<file path="src/rtl/bdrv_pkg.sv">
package bdrv_pkg;

  typedef enum logic {
    MODE_FLOW = 1'b0,
    MODE_HOLD = 1'b1
  } mode_e;

  // Decide whether the store loads the input word this cycle.
  function automatic logic take_word(input mode_e mode, input logic cap_rise);
    return (mode == MODE_FLOW) || cap_rise;
  endfunction

  // Drive enable for one bit from the synchronized disable level.
  function automatic logic drive_of(input logic dis_level);
    return ~dis_level;
  endfunction

endpackage

</file>
<file path="src/rtl/bdrv_sync.sv">
module bdrv_sync #(
  parameter int unsigned STAGES  = 2,
  parameter logic        RST_VAL = 1'b0
) (
  input  logic clk,
  input  logic rst_n,
  input  logic d_async,
  output logic q_sync
);
  localparam int unsigned LAST = STAGES - 1;

  logic [LAST:0] chain;

  generate
    for (genvar s = 0; s < STAGES; s++) begin : g_stage
      if (s == 0) begin : g_first
        always_ff @(posedge clk or negedge rst_n) begin
          if (!rst_n) chain[0] <= RST_VAL;
          else        chain[0] <= d_async;
        end
      end else begin : g_next
        always_ff @(posedge clk or negedge rst_n) begin
          if (!rst_n) chain[s] <= RST_VAL;
          else        chain[s] <= chain[s-1];
        end
      end
    end
  endgenerate

  assign q_sync = chain[LAST];
endmodule

</file>
<file path="src/rtl/bdrv_rise_det.sv">
module bdrv_rise_det (
  input  logic clk,
  input  logic rst_n,
  input  logic level,
  output logic rise
);
  logic prev;

  always_ff @(posedge clk or negedge rst_n) begin
    if (!rst_n) prev <= 1'b0;
    else        prev <= level;
  end

  assign rise = level & ~prev;
endmodule

</file>
<file path="src/rtl/bdrv_store_bit.sv">
module bdrv_store_bit (
  input  logic clk,
  input  logic rst_n,
  input  logic take,
  input  logic d,
  output logic q
);
  always_ff @(posedge clk or negedge rst_n) begin
    if (!rst_n)    q <= 1'b0;
    else if (take) q <= d;
  end
endmodule

</file>
<file path="src/rtl/bdrv_drive.sv">
module bdrv_drive import bdrv_pkg::*; #(
  parameter int unsigned W = 16
) (
  input  logic         clk,
  input  logic         rst_n,
  input  logic         dis_level,
  output logic [W-1:0] en
);
  logic en_q;

  always_ff @(posedge clk or negedge rst_n) begin
    if (!rst_n) en_q <= 1'b0;
    else        en_q <= drive_of(dis_level);
  end

  generate
    for (genvar b = 0; b < W; b++) begin : g_fan
      assign en[b] = en_q;
    end
  endgenerate
endmodule

</file>
<file path="src/rtl/bdrv_core.sv">
module bdrv_core import bdrv_pkg::*; #(
  parameter int unsigned W           = 16,
  parameter int unsigned SYNC_STAGES = 2
) (
  input  logic         clk,
  input  logic         rst_n,
  input  logic [W-1:0] a_in,
  input  logic         out_dis,
  input  logic         hold_mode,
  input  logic         cap_clk,
  output logic [W-1:0] y_data,
  output logic [W-1:0] y_en
);
  // Named internal events, brought out for the checker.
  logic  dis_s;
  logic  le_s;
  logic  cap_s;
  logic  cap_rise;
  logic  take;
  mode_e mode;

  bdrv_sync #(.STAGES(SYNC_STAGES), .RST_VAL(1'b1)) u_sync_dis (
    .clk(clk), .rst_n(rst_n), .d_async(out_dis), .q_sync(dis_s)
  );

  bdrv_sync #(.STAGES(SYNC_STAGES), .RST_VAL(1'b0)) u_sync_mode (
    .clk(clk), .rst_n(rst_n), .d_async(hold_mode), .q_sync(le_s)
  );

  bdrv_sync #(.STAGES(SYNC_STAGES), .RST_VAL(1'b0)) u_sync_cap (
    .clk(clk), .rst_n(rst_n), .d_async(cap_clk), .q_sync(cap_s)
  );

  bdrv_rise_det u_rise (
    .clk(clk), .rst_n(rst_n), .level(cap_s), .rise(cap_rise)
  );

  assign mode = le_s ? MODE_HOLD : MODE_FLOW;
  assign take = take_word(mode, cap_rise);

  generate
    for (genvar b = 0; b < W; b++) begin : g_bit
      bdrv_store_bit u_cell (
        .clk(clk), .rst_n(rst_n), .take(take), .d(a_in[b]), .q(y_data[b])
      );
    end
  endgenerate

  bdrv_drive #(.W(W)) u_drive (
    .clk(clk), .rst_n(rst_n), .dis_level(dis_s), .en(y_en)
  );
endmodule


</file>
<file path="config.mk">
export PLATFORM = sky130hd
export DESIGN_NAME = bdrv_core
export DESIGN_NICKNAME = d
export VERILOG_FILES = /design/src/rtl/bdrv_pkg.sv /design/src/rtl/bdrv_sync.sv /design/src/rtl/bdrv_rise_det.sv /design/src/rtl/bdrv_store_bit.sv /design/src/rtl/bdrv_drive.sv /design/src/rtl/bdrv_core.sv
export SDC_FILE = /design/constraint.sdc
export NUM_CORES = 1
export LEC_CHECK = 0
export ABC_CLOCK_PERIOD_IN_PS = 1600
export BUFFER_PORTS_ARGS = -buffer_cell sky130_fd_sc_hd__buf_2
export CORE_UTILIZATION = 39
export DETAILED_ROUTE_END_ITERATION = 10
export PLACE_DENSITY = 0.82
export SETUP_SLACK_MARGIN = 0.15
export SYNTH_ARGS = -nofsm -noshare
export SYNTH_HDL_FRONTEND = slang
export SYNTH_HIERARCHICAL = 1
export SYNTH_SLANG_ARGS = --single-unit
</file>
<file path="constraint.sdc">
create_clock -name clk -period 1.6 [get_ports clk]
set_input_delay 0.32 -clock clk [delete_from_list [all_inputs] [get_ports clk]]
set_output_delay 0.32 -clock clk [all_outputs]
set_load 0.01 [all_outputs]
</file>
==> impl_table.tex <==
\begin{tabular}{lr}
\hline
Metric & Value \\
\hline
\multicolumn{2}{l}{\textbf{Global route}} \\
\quad First-pass GRT wire length & approximately 2400 um \\
\quad Vias in the first global route & roughly 540 \\
\quad Gr ovfl total & 0 \\
\quad Tot GR Track Use & between 10\% and 20\% \\
\quad Number of antenna violations at the first check in global routing & 0 \\
\quad Largest net degree at the start of global routing & 25 \\
\multicolumn{2}{l}{\textbf{Die}} \\
\quad Die area & 0.00274 mm\^{}2 \\
\quad Num rows & 17 \\
\quad Die width & around 52 um \\
\quad Number of top-level pins & 53 \\
\quad Overall die height & between 50 and 60 um \\
\quad Area of the placeable core & 0.00230 mm\^{}2 \\
\quad Initial cell density of the core & 43.0\% \\
\multicolumn{2}{l}{\textbf{Logic synthesis}} \\
\quad List of most frequent post-synthesis cells & sky130\_fd\_sc\_hd\_\_dfrtp\_1, sky130\_fd\_sc\_hd\_\_buf\_4, sky130\_fd\_sc\_hd\_\_mux2\_4 \\
\quad Post-synthesis cell type with the largest combined area & sky130\_fd\_sc\_hd\_\_dfrtp\_1 \\
\quad Count of flip-flops with a built-in enable after synthesis & 0 \\
\quad FF+latch count, synth & 24 \\
\quad Total of warnings raised by yosys & 6 \\
\quad Synth Cell Area & $\sim$990 um\^{}2 \\
\quad Synth async-reset ratio & 100\% \\
\quad Main synth FF type & sky130\_fd\_sc\_hd\_\_dfrtp\_1 \\
\quad Number of distinct standard cells referenced by the synthesized netlist & 7 \\
\quad Part of the Yosys area used for sequential elements & around 61\% \\
\quad Cell types with the largest area share after synthesis & sky130\_fd\_sc\_hd\_\_dfrtp\_1, sky130\_fd\_sc\_hd\_\_mux2\_4, sky130\_fd\_sc\_hd\_\_buf\_4 \\
\quad Average size of a mapped cell & $\sim$17 um\^{}2 \\
\quad Share of Yosys cell area claimed by the top area cell type & between 50\% and 60\% \\
\quad Post-Syn Instances & a little under 60 \\
\quad Net Count, Synth & 80 \\
\quad Most instantiated library cell after synthesis & sky130\_fd\_sc\_hd\_\_dfrtp\_1 \\
\multicolumn{2}{l}{\textbf{Worst setup path}} \\
\quad Data required time at the worst endpoint & 1790 ps \\
\quad Worst reg2reg path startpoint & u\_sync\_cap/q\_sync\$\_DFF\_PN0\_ \\
\quad Worst reg2reg path depth & 4 \\
\quad Flop-to-flop setup slack & 320 ps \\
\quad Critical path data arrival time & 1470 ps \\
\quad Kind of critical path & flip-flop to flip-flop \\
\quad Kind of end point of the critical path & flip-flop \\
\quad Critical path peak fanout & 8 \\
\quad Startpoint type of the worst setup path & flip-flop \\
\quad Worst reg2reg path endpoint & g\_bit[2].u\_cell/q\$\_DFFE\_PN0P\_ \\
\multicolumn{2}{l}{\textbf{Route}} \\
\quad Final routed DRC violation total & 0 \\
\quad Initial DRC count & 0 \\
\quad Topmost layer with routed signal wires & met3 \\
\quad Routed Wire Length & between 1000 and 1500 um \\
\quad Post-Route M1 WL & 618 um \\
\quad WL per Instance & about 11 um \\
\quad Number of detailed-routing iterations run before antenna repair & 1 \\
\quad Total met2 wirelength after detailed routing & just under 700 um \\
\quad Detail Route met3 WL & $\sim$140 um \\
\quad Total number of vias & 563 \\
\quad Vias per inst & 4.33 \\
\quad Post-DRT Antenna Nets & 0 \\
\multicolumn{2}{l}{\textbf{Job}} \\
\quad MaxCap Viol Count & 0 \\
\multicolumn{2}{l}{\textbf{Placed design}} \\
\quad Count of port buffers added during placement & 52 \\
\quad Global placement routability congestion & 0.641 \\
\quad Final HPWL from detailed placement & roughly 1100 um \\
\quad Area after DPL & roughly 0.0012 mm\^{}2 \\
\multicolumn{2}{l}{\textbf{Cells and area}} \\
\quad Reg with most FFs & g\_bit.u\_cell/q \\
\quad Utilization after layout & 53.0\% \\
\quad Net count, final & about 120 \\
\quad Number of flip-flops under the largest register name & 16 \\
\quad Proportion of layout cells with a drive suffix above 1 & 76.5\% \\
\quad Area growth from synthesis to layout & 23.3\% \\
\quad Antenna fix cells & 0 \\
\quad Cell area after layout & roughly 0.0012 mm\^{}2 \\
\multicolumn{2}{l}{\textbf{Pwr}} \\
\quad Power per unit of standard cell area & about 960 mW/mm\^{}2 \\
\quad Peak supply drop & $\sim$0.53 mV \\
\quad Overall power after layout & about 1200 uW \\
\quad Pleak & approximately 0.00066 uW \\
\multicolumn{2}{l}{\textbf{Clocking}} \\
\quad Post-CTS setup buffer count & 0 \\
\quad Clock slew seen by the registers of the worst setup and hold paths & between 100 and 150 ps \\
\quad Level count of the clock H-tree & 1 \\
\quad Maximum number of buffers from clock root to sink & 2 \\
\quad Number of buffers created by CTS & 3 \\
\quad Clock latency on the worst-skew pair & 300 ps \\
\quad Buffer cell driving the clock tree root & sky130\_fd\_sc\_hd\_\_clkbuf\_4 \\
\quad TritonCTS clock tree & built \\
\quad Count of clock tree sinks & 24 \\
\multicolumn{2}{l}{\textbf{STA}} \\
\quad Setup repair after global routing missed its margin & no \\
\quad Actual slew at the worst max-slew pin & 494 ps \\
\quad Period utilization & 80.1\% \\
\quad Max Clock Freq & between 700 and 800 MHz \\
\quad Final number of hold-violating endpoints & 0 \\
\quad Headroom to the max-slew limit & roughly two thirds \\
\quad Total count of max-transition violations in the final report & 0 \\
\quad Shortest period the worst path allows & 1280 ps \\
\quad Setup violation total in the final timing report & 0 \\
\quad Setup total negative slack & 0 ps \\
\quad Worst clock skew & around 14 ps \\
\multicolumn{2}{l}{\textbf{Min path}} \\
\quad Worst hold path stage count & 1 \\
\quad Hold path endpoint & u\_sync\_dis/chain[0]\$\_DFF\_PN1\_ \\
\quad Class of the tightest hold or removal check & input pin to flip-flop \\
\quad Min-delay src & out\_dis \\
\multicolumn{2}{l}{\textbf{Outcome}} \\
\quad Status & complete, no violations \\
\hline
\end{tabular}
## power by group
group	total (uW)	internal [uW]	switching [uW]
combinational	221	128	92.8
clock	255	97.0	158
sequential	689	659	29.8
total	1160	884	281
## through the flow
stage / instances / setup slack (ps) / hold WS [ps]
6_report: 130 / 318 / 118
5_1_grt: 130 / 233 / 82.8
4_1_cts: 130 / 222 / 104
3_5_place_dp: 125 / 317 / 316
3_3_place_gp: 125 / 361 / 308
2_1_floorplan: 59 / 253 / 24.4
## how the worst max path moves through the flow
| stage | slack (ps) | from | endpoint |
|---|---|---|---|
| after floorplan | 250 | u_sync_cap/q_sync$_DFF_PN0_ | g_bit[0].u_cell/q$_DFFE_PN0P_ |
| after global placement | 360 | u_sync_cap/q_sync$_DFF_PN0_ | g_bit[8].u_cell/q$_DFFE_PN0P_ |
| final | 320 | u_sync_cap/q_sync$_DFF_PN0_ | g_bit[2].u_cell/q$_DFFE_PN0P_ |
| after CTS | 220 | u_drive/en_q$_DFF_PN0_ | y_en[1] |
| after detailed placement | 320 | u_sync_cap/q_sync$_DFF_PN0_ | g_bit[2].u_cell/q$_DFFE_PN0P_ |
| after global routing | 230 | u_drive/en_q$_DFF_PN0_ | y_en[15] |
## kinds of logic after synthesis
| logic type | count (synthesis) | synth area share, % |
|---|---|---|
| multiplexers | 16 | 24.3 |
| buffers and inverters | 17 | 12.5 |
| AND/OR/NAND/NOR | 2 | 2.03 |
| flip-flops | 24 | 61.1 |
## area by class of cell
type	instances	area (um^2)
Fill cell	212	1080
Sequential cell	24	604
Timing Repair Buffer	55	285
Multi-Input combinational cell	18	263
Tap cell	28	35.0
Clock buffer	4	26.3
Inverter	1	3.75
## layout by cell type (no fill, tap or decap), drive strengths merged
cell / count
clkbuf: 4
nand2b: 1
inv: 1
buf: 54
dfstp: 2
dfrtp: 22
nor2b: 1
dlygate4sd3: 1
mux2: 16
## worst max-delay path, cell delays in order (launching register included)
cell and delay [ps]:
sky130_fd_sc_hd__dfrtp_1 400, sky130_fd_sc_hd__nor2b_4 120, sky130_fd_sc_hd__nand2b_2 170, sky130_fd_sc_hd__buf_4 180, sky130_fd_sc_hd__mux2_4 300
## layer usage
layer,track usage [%],vias to the layer above
met5,0,-
met4,3.95,0
met3,3.48,0
met2,20.5,42
met1,14.8,257
li1,-,264
## timing repair
item | 4_1_cts | 5_1_grt
hold endpoints to repair | 22 | 0
hold buffers | 1 | 0
endpoints found under the setup margin | 0 | 16
gates resized for setup | 0 | 1
Power figures use the tool's default switching activity.
